==> src/rtl/pmp_wr_pkg.sv <==
package pmp_wr_pkg;
  localparam int CFG_W   = 8;
  localparam int SEC_W   = 3;
  localparam int B_LOCK  = 7;
  localparam int B_EXEC  = 2;
  localparam int B_WRITE = 1;
  localparam int B_READ  = 0;
  localparam int MODE_LO = 3;
  localparam int S_LOCKDN = 0;
  localparam int S_WLIST  = 1;
  localparam int S_BYPASS = 2;
  localparam logic [1:0] MODE_OFF = 2'b00;
  localparam logic [1:0] MODE_TOR = 2'b01;

  typedef enum logic [1:0] {
    SEL_CFG  = 2'd0,
    SEL_ADDR = 2'd1,
    SEL_SEC  = 2'd2,
    SEL_NONE = 2'd3
  } wr_sel_e;

  function automatic logic [3:0] perm_code(input logic [CFG_W-1:0] c);
    return {c[B_LOCK], c[B_READ], c[B_WRITE], c[B_EXEC]};
  endfunction

  function automatic logic code_forbidden(input logic [3:0] op);
    case (op)
      4'd9, 4'd10, 4'd11, 4'd13: return 1'b1;
      default:                   return 1'b0;
    endcase
  endfunction

  function automatic logic mode_is_tor(input logic [CFG_W-1:0] c);
    return c[MODE_LO+1:MODE_LO] == MODE_TOR;
  endfunction
endpackage

==> src/rtl/pmp_wr_decide.sv <==
module pmp_wr_decide
  import pmp_wr_pkg::*;
#(
  parameter int N_ENTRY = 8,
  parameter int ADDR_W  = 32,
  localparam int IDX_W  = (N_ENTRY > 1) ? $clog2(N_ENTRY) : 1
) (
  input  logic                          wr_en,
  input  logic [1:0]                    wr_sel,
  input  logic [IDX_W-1:0]              wr_idx,
  input  logic [ADDR_W-1:0]             wr_data,
  input  logic [N_ENTRY-1:0][CFG_W-1:0] cfg_q,
  input  logic [N_ENTRY-1:0][ADDR_W-1:0] addr_q,
  input  logic                          bypass,
  input  logic                          lockdown,
  output logic [N_ENTRY-1:0]            cfg_we,
  output logic [N_ENTRY-1:0]            addr_we,
  output logic [N_ENTRY-1:0]            upd,
  output logic                          addr_flush,
  output logic                          reject
);
  logic [N_ENTRY-1:0] ro;
  logic [N_ENTRY-1:0] nbr_block;
  logic [N_ENTRY-1:0] nbr_tor;
  logic               in_range;

  generate
    for (genvar i = 0; i < N_ENTRY; i++) begin : g_ent
      assign ro[i] = cfg_q[i][B_LOCK] & ~bypass;
      if (i < N_ENTRY - 1) begin : g_nbr
        assign nbr_tor[i]   = mode_is_tor(cfg_q[i+1]);
        assign nbr_block[i] = ro[i+1] & mode_is_tor(cfg_q[i+1]);
      end else begin : g_top
        assign nbr_tor[i]   = 1'b0;
        assign nbr_block[i] = 1'b0;
      end
    end
  endgenerate

  assign in_range = 32'(wr_idx) < N_ENTRY;

  always_comb begin
    cfg_we  = '0;
    addr_we = '0;
    reject  = 1'b0;
    if (wr_en && in_range) begin
      case (wr_sel_e'(wr_sel))
        SEL_CFG: begin
          if (wr_data[CFG_W-1:0] != cfg_q[wr_idx]) begin
            if (ro[wr_idx])
              reject = 1'b1;
            else if (lockdown && !bypass && code_forbidden(perm_code(wr_data[CFG_W-1:0])))
              reject = 1'b1;
            else
              cfg_we[wr_idx] = 1'b1;
          end
        end
        SEL_ADDR: begin
          if (wr_data != addr_q[wr_idx]) begin
            if (nbr_block[wr_idx] || ro[wr_idx])
              reject = 1'b1;
            else
              addr_we[wr_idx] = 1'b1;
          end
        end
        default: ;
      endcase
    end
  end

  generate
    for (genvar i = 0; i < N_ENTRY; i++) begin : g_upd
      if (i == 0) begin : g_first
        assign upd[i] = cfg_we[i] | addr_we[i];
      end else begin : g_rest
        assign upd[i] = cfg_we[i] | addr_we[i] | (addr_we[i-1] & nbr_tor[i-1]);
      end
    end
  endgenerate

  assign addr_flush = |addr_we;
endmodule

==> src/rtl/pmp_entry_bank.sv <==
module pmp_entry_bank
  import pmp_wr_pkg::*;
#(
  parameter int N_ENTRY = 8,
  parameter int ADDR_W  = 32
) (
  input  logic                           clk,
  input  logic                           rst_n,
  input  logic [N_ENTRY-1:0]             cfg_we,
  input  logic [N_ENTRY-1:0]             addr_we,
  input  logic [ADDR_W-1:0]              wr_data,
  input  logic                           bypass,
  output logic [N_ENTRY-1:0][CFG_W-1:0]  cfg_q,
  output logic [N_ENTRY-1:0][ADDR_W-1:0] addr_q
);
  generate
    for (genvar i = 0; i < N_ENTRY; i++) begin : g_reg
      always_ff @(posedge clk or negedge rst_n) begin
        if (!rst_n) begin
          cfg_q[i]  <= '0;
          addr_q[i] <= '0;
        end else begin
          if (cfg_we[i])  cfg_q[i]  <= wr_data[CFG_W-1:0];
          if (addr_we[i]) addr_q[i] <= wr_data;
        end
      end

      AST_LOCKED_CFG_HOLD: assert property (@(posedge clk) disable iff (!rst_n)
        (cfg_q[i][B_LOCK] && !bypass) |=> $stable(cfg_q[i]))
        else $error("locked cfg changed");
      AST_LOCKED_ADDR_HOLD: assert property (@(posedge clk) disable iff (!rst_n)
        (cfg_q[i][B_LOCK] && !bypass) |=> $stable(addr_q[i]))
        else $error("locked addr changed");
    end
  endgenerate
endmodule

==> src/rtl/pmp_seccfg_reg.sv <==
module pmp_seccfg_reg
  import pmp_wr_pkg::*;
(
  input  logic             clk,
  input  logic             rst_n,
  input  logic             wr,
  input  logic             enh_en,
  input  logic [SEC_W-1:0] wr_data,
  output logic [SEC_W-1:0] sec_q,
  output logic             chg
);
  logic [SEC_W-1:0] nxt;
  logic [SEC_W-1:0] sticky_mask;

  assign sticky_mask = SEC_W'((1 << S_LOCKDN) | (1 << S_WLIST));
  assign nxt = enh_en ? (wr_data | (sec_q & sticky_mask)) : '0;
  assign chg = wr && ((nxt[S_LOCKDN] != sec_q[S_LOCKDN]) || (nxt[S_WLIST] != sec_q[S_WLIST]));

  always_ff @(posedge clk or negedge rst_n) begin
    if (!rst_n)  sec_q <= '0;
    else if (wr) sec_q <= nxt;
  end

  AST_LOCKDN_STICKY: assert property (@(posedge clk) disable iff (!rst_n)
    (enh_en && sec_q[S_LOCKDN]) |=> sec_q[S_LOCKDN])
    else $error("lockdown cleared");
  AST_WLIST_STICKY: assert property (@(posedge clk) disable iff (!rst_n)
    (enh_en && sec_q[S_WLIST]) |=> sec_q[S_WLIST])
    else $error("whitelist cleared");
  AST_DISABLED_ZERO: assert property (@(posedge clk) disable iff (!rst_n)
    (wr && !enh_en) |=> (sec_q == '0))
    else $error("security bits survived disabled write");
endmodule

==> src/rtl/pmp_cfg_ctrl.sv <==
module pmp_cfg_ctrl
  import pmp_wr_pkg::*;
#(
  parameter int N_ENTRY = 8,
  parameter int ADDR_W  = 32,
  localparam int IDX_W  = (N_ENTRY > 1) ? $clog2(N_ENTRY) : 1
) (
  input  logic                        clk,
  input  logic                        rst_n,
  input  logic                        enh_en,
  input  logic                        wr_en,
  input  logic [1:0]                  wr_sel,
  input  logic [IDX_W-1:0]            wr_idx,
  input  logic [ADDR_W-1:0]           wr_data,
  output logic [N_ENTRY*CFG_W-1:0]    cfg_o,
  output logic [N_ENTRY*ADDR_W-1:0]   addr_o,
  output logic [SEC_W-1:0]            sec_o,
  output logic [N_ENTRY-1:0]          rule_upd,
  output logic                        flush_req,
  output logic                        wr_reject
);
  logic [N_ENTRY-1:0][CFG_W-1:0]  cfg_q;
  logic [N_ENTRY-1:0][ADDR_W-1:0] addr_q;
  logic [SEC_W-1:0]               sec_q;
  logic [N_ENTRY-1:0]             cfg_we, addr_we, upd;
  logic                           addr_flush, reject, sec_chg, sec_wr;

  assign sec_wr = wr_en && (wr_sel_e'(wr_sel) == SEL_SEC);

  pmp_wr_decide #(.N_ENTRY(N_ENTRY), .ADDR_W(ADDR_W)) u_decide (
    .wr_en(wr_en), .wr_sel(wr_sel), .wr_idx(wr_idx), .wr_data(wr_data),
    .cfg_q(cfg_q), .addr_q(addr_q),
    .bypass(sec_q[S_BYPASS]), .lockdown(sec_q[S_LOCKDN]),
    .cfg_we(cfg_we), .addr_we(addr_we), .upd(upd),
    .addr_flush(addr_flush), .reject(reject)
  );

  pmp_entry_bank #(.N_ENTRY(N_ENTRY), .ADDR_W(ADDR_W)) u_bank (
    .clk(clk), .rst_n(rst_n), .cfg_we(cfg_we), .addr_we(addr_we),
    .wr_data(wr_data), .bypass(sec_q[S_BYPASS]),
    .cfg_q(cfg_q), .addr_q(addr_q)
  );

  pmp_seccfg_reg u_sec (
    .clk(clk), .rst_n(rst_n), .wr(sec_wr), .enh_en(enh_en),
    .wr_data(wr_data[SEC_W-1:0]), .sec_q(sec_q), .chg(sec_chg)
  );

  always_ff @(posedge clk or negedge rst_n) begin
    if (!rst_n) begin
      rule_upd  <= '0;
      flush_req <= 1'b0;
      wr_reject <= 1'b0;
    end else begin
      rule_upd  <= upd;
      flush_req <= addr_flush | sec_chg;
      wr_reject <= reject;
    end
  end

  assign cfg_o  = cfg_q;
  assign addr_o = addr_q;
  assign sec_o  = sec_q;

  AST_REJECT_EXCL: assert property (@(posedge clk) disable iff (!rst_n)
    wr_reject |-> (rule_upd == '0 && !flush_req))
    else $error("reject with update");
  AST_UPD_SPAN: assert property (@(posedge clk) disable iff (!rst_n)
    $countones(rule_upd) <= 2)
    else $error("too many rule updates");
  AST_PULSE_IDLE: assert property (@(posedge clk) disable iff (!rst_n)
    !$past(wr_en) |-> (rule_upd == '0 && !flush_req && !wr_reject))
    else $error("pulse without write");
  AST_SEC_NO_REJECT: assert property (@(posedge clk) disable iff (!rst_n)
    sec_wr |=> !wr_reject)
    else $error("security write rejected");
endmodule

==> config.mk <==
export PLATFORM = sky130hd
export DESIGN_NAME = pmp_cfg_ctrl
export DESIGN_NICKNAME = d
export VERILOG_FILES = /design/src/rtl/pmp_wr_pkg.sv /design/src/rtl/pmp_wr_decide.sv /design/src/rtl/pmp_entry_bank.sv /design/src/rtl/pmp_seccfg_reg.sv /design/src/rtl/pmp_cfg_ctrl.sv
export SDC_FILE = /design/constraint.sdc
export NUM_CORES = 1
export LEC_CHECK = 0
export BUFFER_PORTS_ARGS = -buffer_cell sky130_fd_sc_hd__buf_2
export CAP_MARGIN = 5
export CORE_MARGIN = 2
export CORE_UTILIZATION = 46
export DETAILED_ROUTE_END_ITERATION = 16
export HOLD_SLACK_MARGIN = 0.08
export PLACE_DENSITY = 0.73
export SLEW_MARGIN = 20
export SYNTH_ARGS = -nofsm -noshare
export SYNTH_HDL_FRONTEND = slang
export SYNTH_SLANG_ARGS = --single-unit
==> constraint.sdc <==
create_clock -name clk -period 2.75 [get_ports clk]
set_input_delay 0.275 -clock clk [delete_from_list [all_inputs] [get_ports clk]]
set_output_delay 0.275 -clock clk [all_outputs]
set_load 0.005 [all_outputs]
==> impl_metrics.json, run 1 <==
{
  "status": "finished with violations",
  "violations": "setup timing",
  "dieHeight_um": 190,
  "peakVddDrop_v": 0.000684,
  "io-pin-count": 374,
  "io_buffers": 373,
  "setup_viol": 321,
  "fin_worst_skew_ps": 12.9,
  "rsz0062_at_grt": "yes",
  "hold_slack_ps": 106,
  "rr_worst_depth": 11,
  "ant_nets": 0,
  "worst_slew_pin_slew_ps": 791,
  "antenna_found_initial": 4,
  "numCtsBuffers": 38,
  "hold_end": "u_sec.sec_q[1]$_DFFE_PN0P_",
  "drt_pass1_iterations": 5,
  "timing.rr.end": "u_bank.addr_q[135]$_DFFE_PN0P_",
  "hold_viol": 0,
  "syn-num-nets": 1137,
  "fin_nets": 1795,
  "fin_area_um2": 23900,
  "end_kind": "register",
  "slew_viol_final": 0,
  "worstSkewPairLatency_ps": 520,
  "final_layout_size_suffix_gt1_frac": 0.666,
  "avgSynthCellArea_um2": 14.6,
  "crit_arrival_ps": 3670,
  "hold_path_class": "in -> reg",
  "fmaxAchievable_ghz": 0.306,
  "cpPeakStageDelay_ps": 510,
  "slowest_stage": "nor4_2",
  "grt_max_degree": 88,
  "yosys_warnings": 0,
  "crit_fanout": 21,
  "synthCells": 1096,
  "dpl_worst_slack_ps": -1060,
  "start_util": 0.465,
  "min_period_ps": 3270,
  "root_buffer": "clkbuf_16",
  "mostFrequentLayoutCells": "369 x buf_2, 333 x dfrtp_1, 295 x mux2_4",
  "drtIter0Drc": 912,
  "avgRoutedWirePerCell_um": 26.5,
  "yosys.cell_types.count": 57,
  "tritoncts": "built",
  "rows": 68,
  "fin_ws_ps": -517,
  "grt_pass1_vias": 13120,
  "vias": 12931,
  "viasPerCell": 5.78,
  "grt_pass1_wl_mm": 81.2,
  "overflow": 0,
  "die_area_um2": 36300,
  "cts_buffer_depth": 3,
  "syn2layout_area_growth_pct": 49.6,
  "drc": 0,
  "netlist_area_um2": 16000,
  "r2r_slack_ps": -510,
  "gp_congestion": 0.884,
  "setup_tns_ps": -124010,
  "period_share": 1.19,
  "ys_seq_area_frac": 0.521,
  "power_density_nw_per_um2": 710,
  "critical_path_class": "in -> reg",
  "r2r-start": "u_bank.addr_q[231]$_DFFE_PN0P_",
  "placed_cell_area_um2": 20700,
  "start_kind": "input port",
  "maxSlewHeadroom": 0.473,
  "core_um2": 34400,
  "fp.dieW_um": 190,
  "track_usage": 0.299,
  "critPathRequiredTime_ps": 3150,
  "seq_area_um2": 8330,
  "clk_pin_slew_ps": 70,
  "final_common_cell": "buf_2",
  "cap_violations": 0,
  "htree_levels": 2,
  "power.leakage_nw": 13.1,
  "clock_sinks": 333,
  "hpwl_mm": 39.4,
  "min_path_cells": 3,
  "multi_input_area_um2": 8310,
  "hold_start": "wr_data[1]",
  "routed_wl_mm": 59.3,
  "crit_chain": "buf_6, buf_12, buf_4, mux2i_1, a22oi_1, and3_1, o22ai_1, nor4_2, buf_4, nand4_1, buf_6, nand3_4, buf_12, mux2_4",
  "ys_ff_latch": 333,
  "nFillCells": 2291
}
registers in the layout (all words and copies together), names as in the netlist:
name,cells
wr_reject,1
flush_req,1
u_bank.cfg_q,64
u_sec.sec_q,3
u_bank.addr_q,256
rule_upd,8
where the power goes:
part	switching (W)	total (W)	internal (W)	leakage [nW]
Clock	0.00205	0.00517	0.00312	0.634
Combinational	0.00211	0.00522	0.00311	8.17
Sequential	0.000739	0.00658	0.00584	4.27
cell type report:
type                            instances  area share
Clock buffer                           57      0.0504
Antenna cell                            3    0.000314
Multi-Input combinational cell        654       0.348
Timing Repair Buffer                  719       0.225
Inverter                                8     0.00126
Tap cell                              455      0.0238
Clock inverter                          9     0.00330
Sequential cell                       333       0.348
synthesized netlist by cell type (all sizes together):
master | instances | area share
a21boi | 1 | 0.00047
o2111ai | 1 | 0.00055
a31o | 2 | 0.0011
nand4 | 10 | 0.0058
xnor2 | 3 | 0.0016
dfrtp | 333 | 0.52
o311ai | 4 | 0.0022
mux4 | 44 | 0.062
clkbuf | 25 | 0.0059
o32ai | 1 | 0.00055
nor3b | 1 | 0.00047
nand3 | 12 | 0.0067
nand3b | 1 | 0.00047
a21oi | 9 | 0.0028
nor2 | 7 | 0.0018
nor4bb | 1 | 0.00063
a22oi | 18 | 0.0085
nor2b | 6 | 0.0023
o21ai | 5 | 0.0016
and2 | 1 | 0.00039
a211o | 1 | 0.00055
nor4 | 5 | 0.0029
o31ai | 1 | 0.00047
a221oi | 8 | 0.0056
and3 | 13 | 0.0051
and3b | 3 | 0.0016
nor3 | 1 | 0.00031
inv | 8 | 0.0019
buf | 77 | 0.032
o221ai | 1 | 0.00055
nand4b | 2 | 0.0011
nor4b | 1 | 0.0015
o22ai | 14 | 0.0055
mux2 | 338 | 0.24
and4b | 2 | 0.0013
o41ai | 1 | 0.0017
nand2b | 8 | 0.0031
xor2 | 28 | 0.015
nand2 | 21 | 0.0068
a31oi | 3 | 0.0012
mux2i | 72 | 0.045
o211ai | 3 | 0.0014
worst max-delay path: cells and delay by family:
family,cells,cell delay [ps]
buffers and inverters,6,1400
and+or+nand+nor,4,1140
muxes,2,420
AOI/OAI and AO/OA,2,350
worst max path at each step:
stage | start | to | slack, ps
after floorplan | wr_idx[0] | u_bank.addr_q[128]$_DFFE_PN0P_ | 6
after global placement | wr_idx[0] | u_bank.addr_q[150]$_DFFE_PN0P_ | -920
after detailed placement | wr_idx[0] | u_bank.addr_q[147]$_DFFE_PN0P_ | -1060
after CTS | u_bank.addr_q[92]$_DFFE_PN0P_ | u_bank.addr_q[147]$_DFFE_PN0P_ | -520
after global routing | wr_idx[0] | u_bank.addr_q[229]$_DFFE_PN0P_ | -600
final | wr_idx[0] | u_bank.addr_q[135]$_DFFE_PN0P_ | -520
repair_timing:
action / in CTS / in global routing
gates resized for setup: 65 / 284
endpoints found under the setup margin: 330 / 330
hold buffers: 3 / 0
buffers inserted: 12 / 13
cloned: 3 / 11
endpoints found under the hold margin: 87 / 0
pin swaps: 15 / 17
metal layers:
| metal | global-route usage | part of all wire | vias to the layer above |
|---|---|---|---|
| met5 | 0 | 0 | - |
| met4 | 0.122 | 0.043 | 0 |
| met3 | 0.0710 | 0.083 | 169 |
| met2 | 0.478 | 0.47 | 679 |
| met1 | 0.393 | 0.41 | 6699 |
| li1 | - | - | 5384 |
per-stage QoR:
stage | util | power, W | instances
final | 0.696 | 0.0170 | 2238
after global routing | 0.696 | 0.0177 | 2238
after CTS | 0.654 | 0.0163 | 2212
after detailed placement | 0.603 | 0.0110 | 2129
after global placement | 0.603 | 0.0108 | 2129
after floorplan | - | 0.00824 | 1096
logic make-up after synthesis:
group                     share of synthesized area
AOI/OAI and AO/OA                            0.0346
muxes                                         0.345
xor gates and xnor gates                     0.0170
DFF                                           0.521
buffers and inverters                        0.0395
and+or+nand+nor                              0.0424
(Power assumes the default switching activity.)
==> run 2: changes to the inputs <==
--- a/config.mk
+++ b/config.mk
@@ -12,7 +12,9 @@
 export DETAILED_ROUTE_END_ITERATION = 16
 export HOLD_SLACK_MARGIN = 0.08
 export PLACE_DENSITY = 0.73
+export RECOVER_POWER = 25
 export SLEW_MARGIN = 20
 export SYNTH_ARGS = -nofsm -noshare
 export SYNTH_HDL_FRONTEND = slang
 export SYNTH_SLANG_ARGS = --single-unit
+export TNS_END_PERCENT = 10
==> impl_metrics.json, run 2 (synthesis results as in run 1) <==
{
  "status": "finished with violations",
  "violations": "setup timing",
  "viasPerCell": 5.62,
  "critPathRequiredTime_ps": 3160,
  "clock_sinks": 333,
  "fp.dieW_um": 190,
  "fin_cells": 2210,
  "grt_pass1_wl_mm": 79.8,
  "clk_pin_slew_ps": 60,
  "rsz0062_at_grt": "yes",
  "cpMostUsedCell": "buf_4",
  "drt_pass1_iterations": 4,
  "end_kind": "register",
  "drc": 0,
  "setup_tns_ps": -109650,
  "io_buffers": 373,
  "grt_pass1_vias": 12918,
  "crit_fanout": 21,
  "final_layout_size_suffix_gt1_frac": 0.584,
  "fin_worst_skew_ps": 10.4,
  "min_period_ps": 3220,
  "start_util": 0.465,
  "worst-path-buf-inv": 6,
  "drtIter0Drc": 690,
  "fmaxAchievable_ghz": 0.310,
  "placed_cells_incl_taps": 2129,
  "htree_levels": 2,
  "routed_wl_mm": 54.4,
  "mostFrequentLayoutCells": "370 x buf_2, 333 x dfrtp_1, 263 x buf_4",
  "largest_register_ffs": 256,
  "wl_met1_mm": 22.2,
  "power.leakage_nw": 11.8,
  "vias": 12419,
  "cts_buffer_depth": 3,
  "dieHeight_um": 190,
  "utilization": 0.655,
  "r2r_slack_ps": -460,
  "worst_slew_pin_slew_ps": 1350,
  "hpwl_mm": 39.4,
  "io-pin-count": 374,
  "nFillCells": 2480,
  "top_register": "u_bank.addr_q",
  "root_buffer": "clkbuf_16",
  "path_delay_family": "buffers and inverters",
  "final_common_cell": "buf_2",
  "total_power_w": 0.0163,
  "crit_chain": "buf_6, buf_12, buf_4, mux2i_1, a22oi_1, a21oi_1, o22ai_1, nor4_2, buf_4, nand4_1, nand4_1, buf_4, buf_12, mux2_2",
  "die_area_um2": 36300,
  "power_density_nw_per_um2": 724,
  "overflow": 0,
  "track_usage": 0.293,
  "hold_path_class": "in -> reg",
  "met3_length_mm": 4.72,
  "syn2layout_area_growth_pct": 41.0,
  "numCtsBuffers": 38,
  "slew_viol_final": 0,
  "antenna_found_initial": 4,
  "setup_viol": 306,
  "ant_nets": 0,
  "largest_registers": "u_bank.addr_q: 256 flops, u_bank.cfg_q: 64 flops, rule_upd: 8 flops",
  "hold_viol": 0,
  "maxSlewHeadroom": 0.101,
  "wl_met2_mm": 25.2,
  "highest_layer": "met4",
  "cpPeakStageDelay_ps": 480,
  "fin_ws_ps": -472,
  "slowest_stage": "nor4_2",
  "period_share": 1.17,
  "peakVddDrop_v": 0.000595,
  "crit_arrival_ps": 3630,
  "critical_path_class": "in -> reg",
  "start_kind": "input port",
  "core_um2": 34400,
  "fin_nets": 1767,
  "gp_congestion": 0.884,
  "cap_violations": 0,
  "rows": 68,
  "worstSkewPairLatency_ps": 520,
  "avgRoutedWirePerCell_um": 24.6,
  "grt_max_degree": 88,
  "tritoncts": "built"
}
run 2: changes by cell type in the layout (fill, tap and decap cells not counted), moves of 3 or more:
cell / change
mux2_2: +90
buf_6: -12
buf_12: -4
clkbuf_16: -7
nand2_8: -3
mux2_1: +122
mux2_4: -212
buf_4: -5
buf_8: -3
run 2: path summary, 6_finish.rpt:
| kind | start | end | cells after the start |
|---|---|---|---|
| min | wr_data[9] | u_bank.addr_q[233]$_DFFE_PN0P_ | 2 |
| max in group asynchronous | rst_n | u_bank.addr_q[119]$_DFFE_PN0P_ | 3 |
| max reg2reg | u_bank.addr_q[231]$_DFFE_PN0P_ | u_bank.addr_q[122]$_DFFE_PN0P_ | 11 |
| min in group asynchronous | rst_n | u_bank.addr_q[123]$_DFFE_PN0P_ | 2 |
| min reg2reg | u_bank.addr_q[209]$_DFFE_PN0P_ | u_bank.addr_q[209]$_DFFE_PN0P_ | 1 |
| max | wr_idx[0] | u_bank.addr_q[122]$_DFFE_PN0P_ | 14 |
run 2: repair_timing:
action	CTS	global route
endpoints found under the setup margin	330	330
hold buffers	3	0
pin swaps	4	6
resized for setup	23	74
endpoints found under the hold margin	87	0
gates cloned	0	4
buffers inserted	0	5
run 2: cell type report:
class | count | area [um^2] | share of cell area
Inverter | 8 | 30.0 | 0.00133
Timing Repair Buffer | 692 | 4900 | 0.218
Clock inverter | 9 | 78.8 | 0.00350
Clock buffer | 57 | 1210 | 0.0535
Multi-Input combinational cell | 653 | 7400 | 0.328
Antenna cell | 3 | 7.51 | 0.000333
Tap cell | 455 | 569 | 0.0253
Sequential cell | 333 | 8330 | 0.370
run 2: metal layers:
metal  up-vias  global-route usage
met4         0               0.122
met3       141              0.0701
li1       5324                   -
met5         -                   0
met2       560               0.464
met1      6394               0.389
run 2: metrics by stage:
step	worst slack (ps)	cell area, um^2	hold WS (ps)
3_5_place_dp	-1060	20700	351
4_1_cts	-525	22200	85.5
5_1_grt	-598	22500	118
2_1_floorplan	5.53	16100	-20.6
3_3_place_gp	-916	20700	355
6_report	-472	22500	103
run 2: power by group:
group          switching, W  internal (W)
Clock               0.00203       0.00312
Combinational       0.00197       0.00265
Sequential         0.000706       0.00584
==> run 3: changes to the inputs <==
--- a/config.mk
+++ b/config.mk
@@ -11,7 +11,7 @@
 export CORE_UTILIZATION = 46
 export DETAILED_ROUTE_END_ITERATION = 16
 export HOLD_SLACK_MARGIN = 0.08
-export PLACE_DENSITY = 0.73
+export PLACE_DENSITY = 0.76
 export RECOVER_POWER = 25
 export SLEW_MARGIN = 20
 export SYNTH_ARGS = -nofsm -noshare
==> impl_metrics.json, run 3 (synthesis results as in run 1) <==
{
  "dpl_worst_slack_ps": -951,
  "hold_path_class": "in -> reg",
  "antenna_found_initial": 3,
  "hpwl_mm": 38.2,
  "cap_violations": 1,
  "top_register": "u_bank.addr_q",
  "track_usage": 0.294,
  "fin_area_um2": 22200,
  "critical_path_class": "reg -> reg",
  "cp-startpoint": "u_bank.addr_q[167]$_DFFE_PN0P_",
  "die_area_um2": 36300,
  "tritoncts": "built",
  "grt_pass1_wl_mm": 79.8,
  "min_path_cells": 2,
  "hold_end": "u_bank.addr_q[233]$_DFFE_PN0P_",
  "rsz0062_at_grt": "yes",
  "crit_arrival_ps": 3610,
  "setup_tns_ps": -114230,
  "syn2layout_area_growth_pct": 38.8,
  "largest_register_ffs": 256,
  "r2r-start": "u_bank.addr_q[167]$_DFFE_PN0P_",
  "io-pin-count": 374,
  "dieHeight_um": 190,
  "fin_ws_ps": -465,
  "final_layout_size_suffix_gt1_frac": 0.541,
  "start_kind": "register",
  "drtIter0Drc": 787,
  "timing.rr.end": "u_bank.addr_q[138]$_DFFE_PN0P_",
  "end_kind": "register",
  "placed_cell_area_um2": 20400,
  "core_um2": 34400,
  "drt_pass1_iterations": 5,
  "setup_viol": 328,
  "ant_nets": 0,
  "crit_fanout": 10,
  "rows": 68,
  "fin_nets": 1749,
  "numCtsBuffers": 38,
  "io_buffers": 373,
  "status": "finished with violations",
  "hold_viol": 0,
  "viasPerCell": 5.56,
  "final_common_cell": "buf_2",
  "min_period_ps": 3210,
  "hold_start": "wr_data[9]",
  "maxSlewHeadroom": -0.299,
  "power.leakage_nw": 11.6,
  "mostFrequentLayoutCells": "368 x buf_2, 333 x dfrtp_1, 247 x buf_4",
  "slew_viol_final": 72,
  "largest_registers": "u_bank.addr_q: 256 flops, u_bank.cfg_q: 64 flops, rule_upd: 8 flops",
  "violations": "capacitance limit, slew limit, setup timing",
  "drc": 0,
  "fp.dieW_um": 190,
  "clock_sinks": 333,
  "vias": 12190,
  "overflow": 0,
  "r2r_slack_ps": -460,
  "clk_pin_slew_ps": 60,
  "power_density_nw_per_um2": 729,
  "routed_wl_mm": 53.6,
  "fmaxAchievable_ghz": 0.311,
  "htree_levels": 2,
  "period_share": 1.17,
  "worstSkewPairLatency_ps": 530,
  "peakVddDrop_v": 0.000446,
  "gp_congestion": 0.914,
  "cts_buffer_depth": 3,
  "avgRoutedWirePerCell_um": 24.5,
  "worst_slew_pin_slew_ps": 1950,
  "fin_worst_skew_ps": 24.7,
  "start_util": 0.465,
  "nFillCells": 2562,
  "grt_max_degree": 73,
  "critPathRequiredTime_ps": 3150,
  "root_buffer": "clkbuf_16",
  "utilization": 0.645,
  "grt_pass1_vias": 12914,
  "rr_worst_depth": 11
}
-- run 3: changes by cell type in the layout (fill, tap and decap cells not counted), moves of 6 or more --
cell,change
clkbuf_8,-7
mux2_4,-16
mux2_2,-46
buf_12,-9
buf_6,+6
buf_4,-16
mux2_1,+62
-- run 3: what timing repair did --
action / in CTS / in global routing
setup buffers: 6 / 2
endpoints found under the setup margin: 326 / 330
gates resized for setup: 50 / 38
hold endpoints to repair: 84 / 0
pin swaps: 4 / 7
hold buffers: 6 / 0
gates cloned: 3 / 1
-- run 3: worst max-delay path by stage --
stage | to | depth (start not counted)
floorplan | u_bank.addr_q[128]$_DFFE_PN0P_ | 12
global placement | u_bank.addr_q[122]$_DFFE_PN0P_ | 12
detailed placement | u_bank.addr_q[138]$_DFFE_PN0P_ | 12
CTS | u_bank.addr_q[101]$_DFFE_PN0P_ | 13
global route | u_bank.addr_q[134]$_DFFE_PN0P_ | 11
finish | u_bank.addr_q[138]$_DFFE_PN0P_ | 11
-- run 3: area by class of cell --
type / instances / area, um^2 / share of cell area
antenna: 3 / 7.51 / 0.000338
inverter: 8 / 30.0 / 0.00135
tap: 455 / 569 / 0.0257
timing repair buffer: 674 / 4670 / 0.211
clock buffer: 48 / 1060 / 0.0478
clock inverter: 17 / 194 / 0.00874
multi-input combinational: 653 / 7310 / 0.330
sequential: 333 / 8330 / 0.376
-- run 3: routing by layer --
layer,up-vias,GRT usage,share of wire
met5,-,0,0
met4,0,0.100,0.034
met3,111,0.0705,0.082
met2,537,0.477,0.47
met1,6245,0.388,0.41
li1,5297,-,-
-- run 3: stage by stage --
step / std cells / hold slack, ps / total power, W
after floorplan: 1096 / -20.6 / 0.00824
after global placement: 2107 / 304 / 0.0107
after detailed placement: 2107 / 297 / 0.0109
after CTS: 2187 / 83.4 / 0.0162
after global routing: 2190 / 103 / 0.0169
final: 2191 / 99.3 / 0.0162
-- run 3: power breakdown --
| part | leakage, nW | total, W | internal, W | switching, W |
|---|---|---|---|---|
| clock network | 0.622 | 0.00515 | 0.00310 | 0.00205 |
| registers | 4.27 | 0.00654 | 0.00584 | 0.000696 |
| logic | 6.74 | 0.00448 | 0.00254 | 0.00194 |
| total | 11.6 | 0.0162 | 0.0115 | 0.00469 |
-- run 3: critical path: stages, from the launching register on --
cell	delay, ps
dfrtp_1	390
mux4_2	500
mux2i_1	220
xor2_1	270
buf_4	160
nand4_1	100
nor4_2	340
nand4_1	150
buf_4	250
nand3_4	180
buf_12	180
mux2_1	330
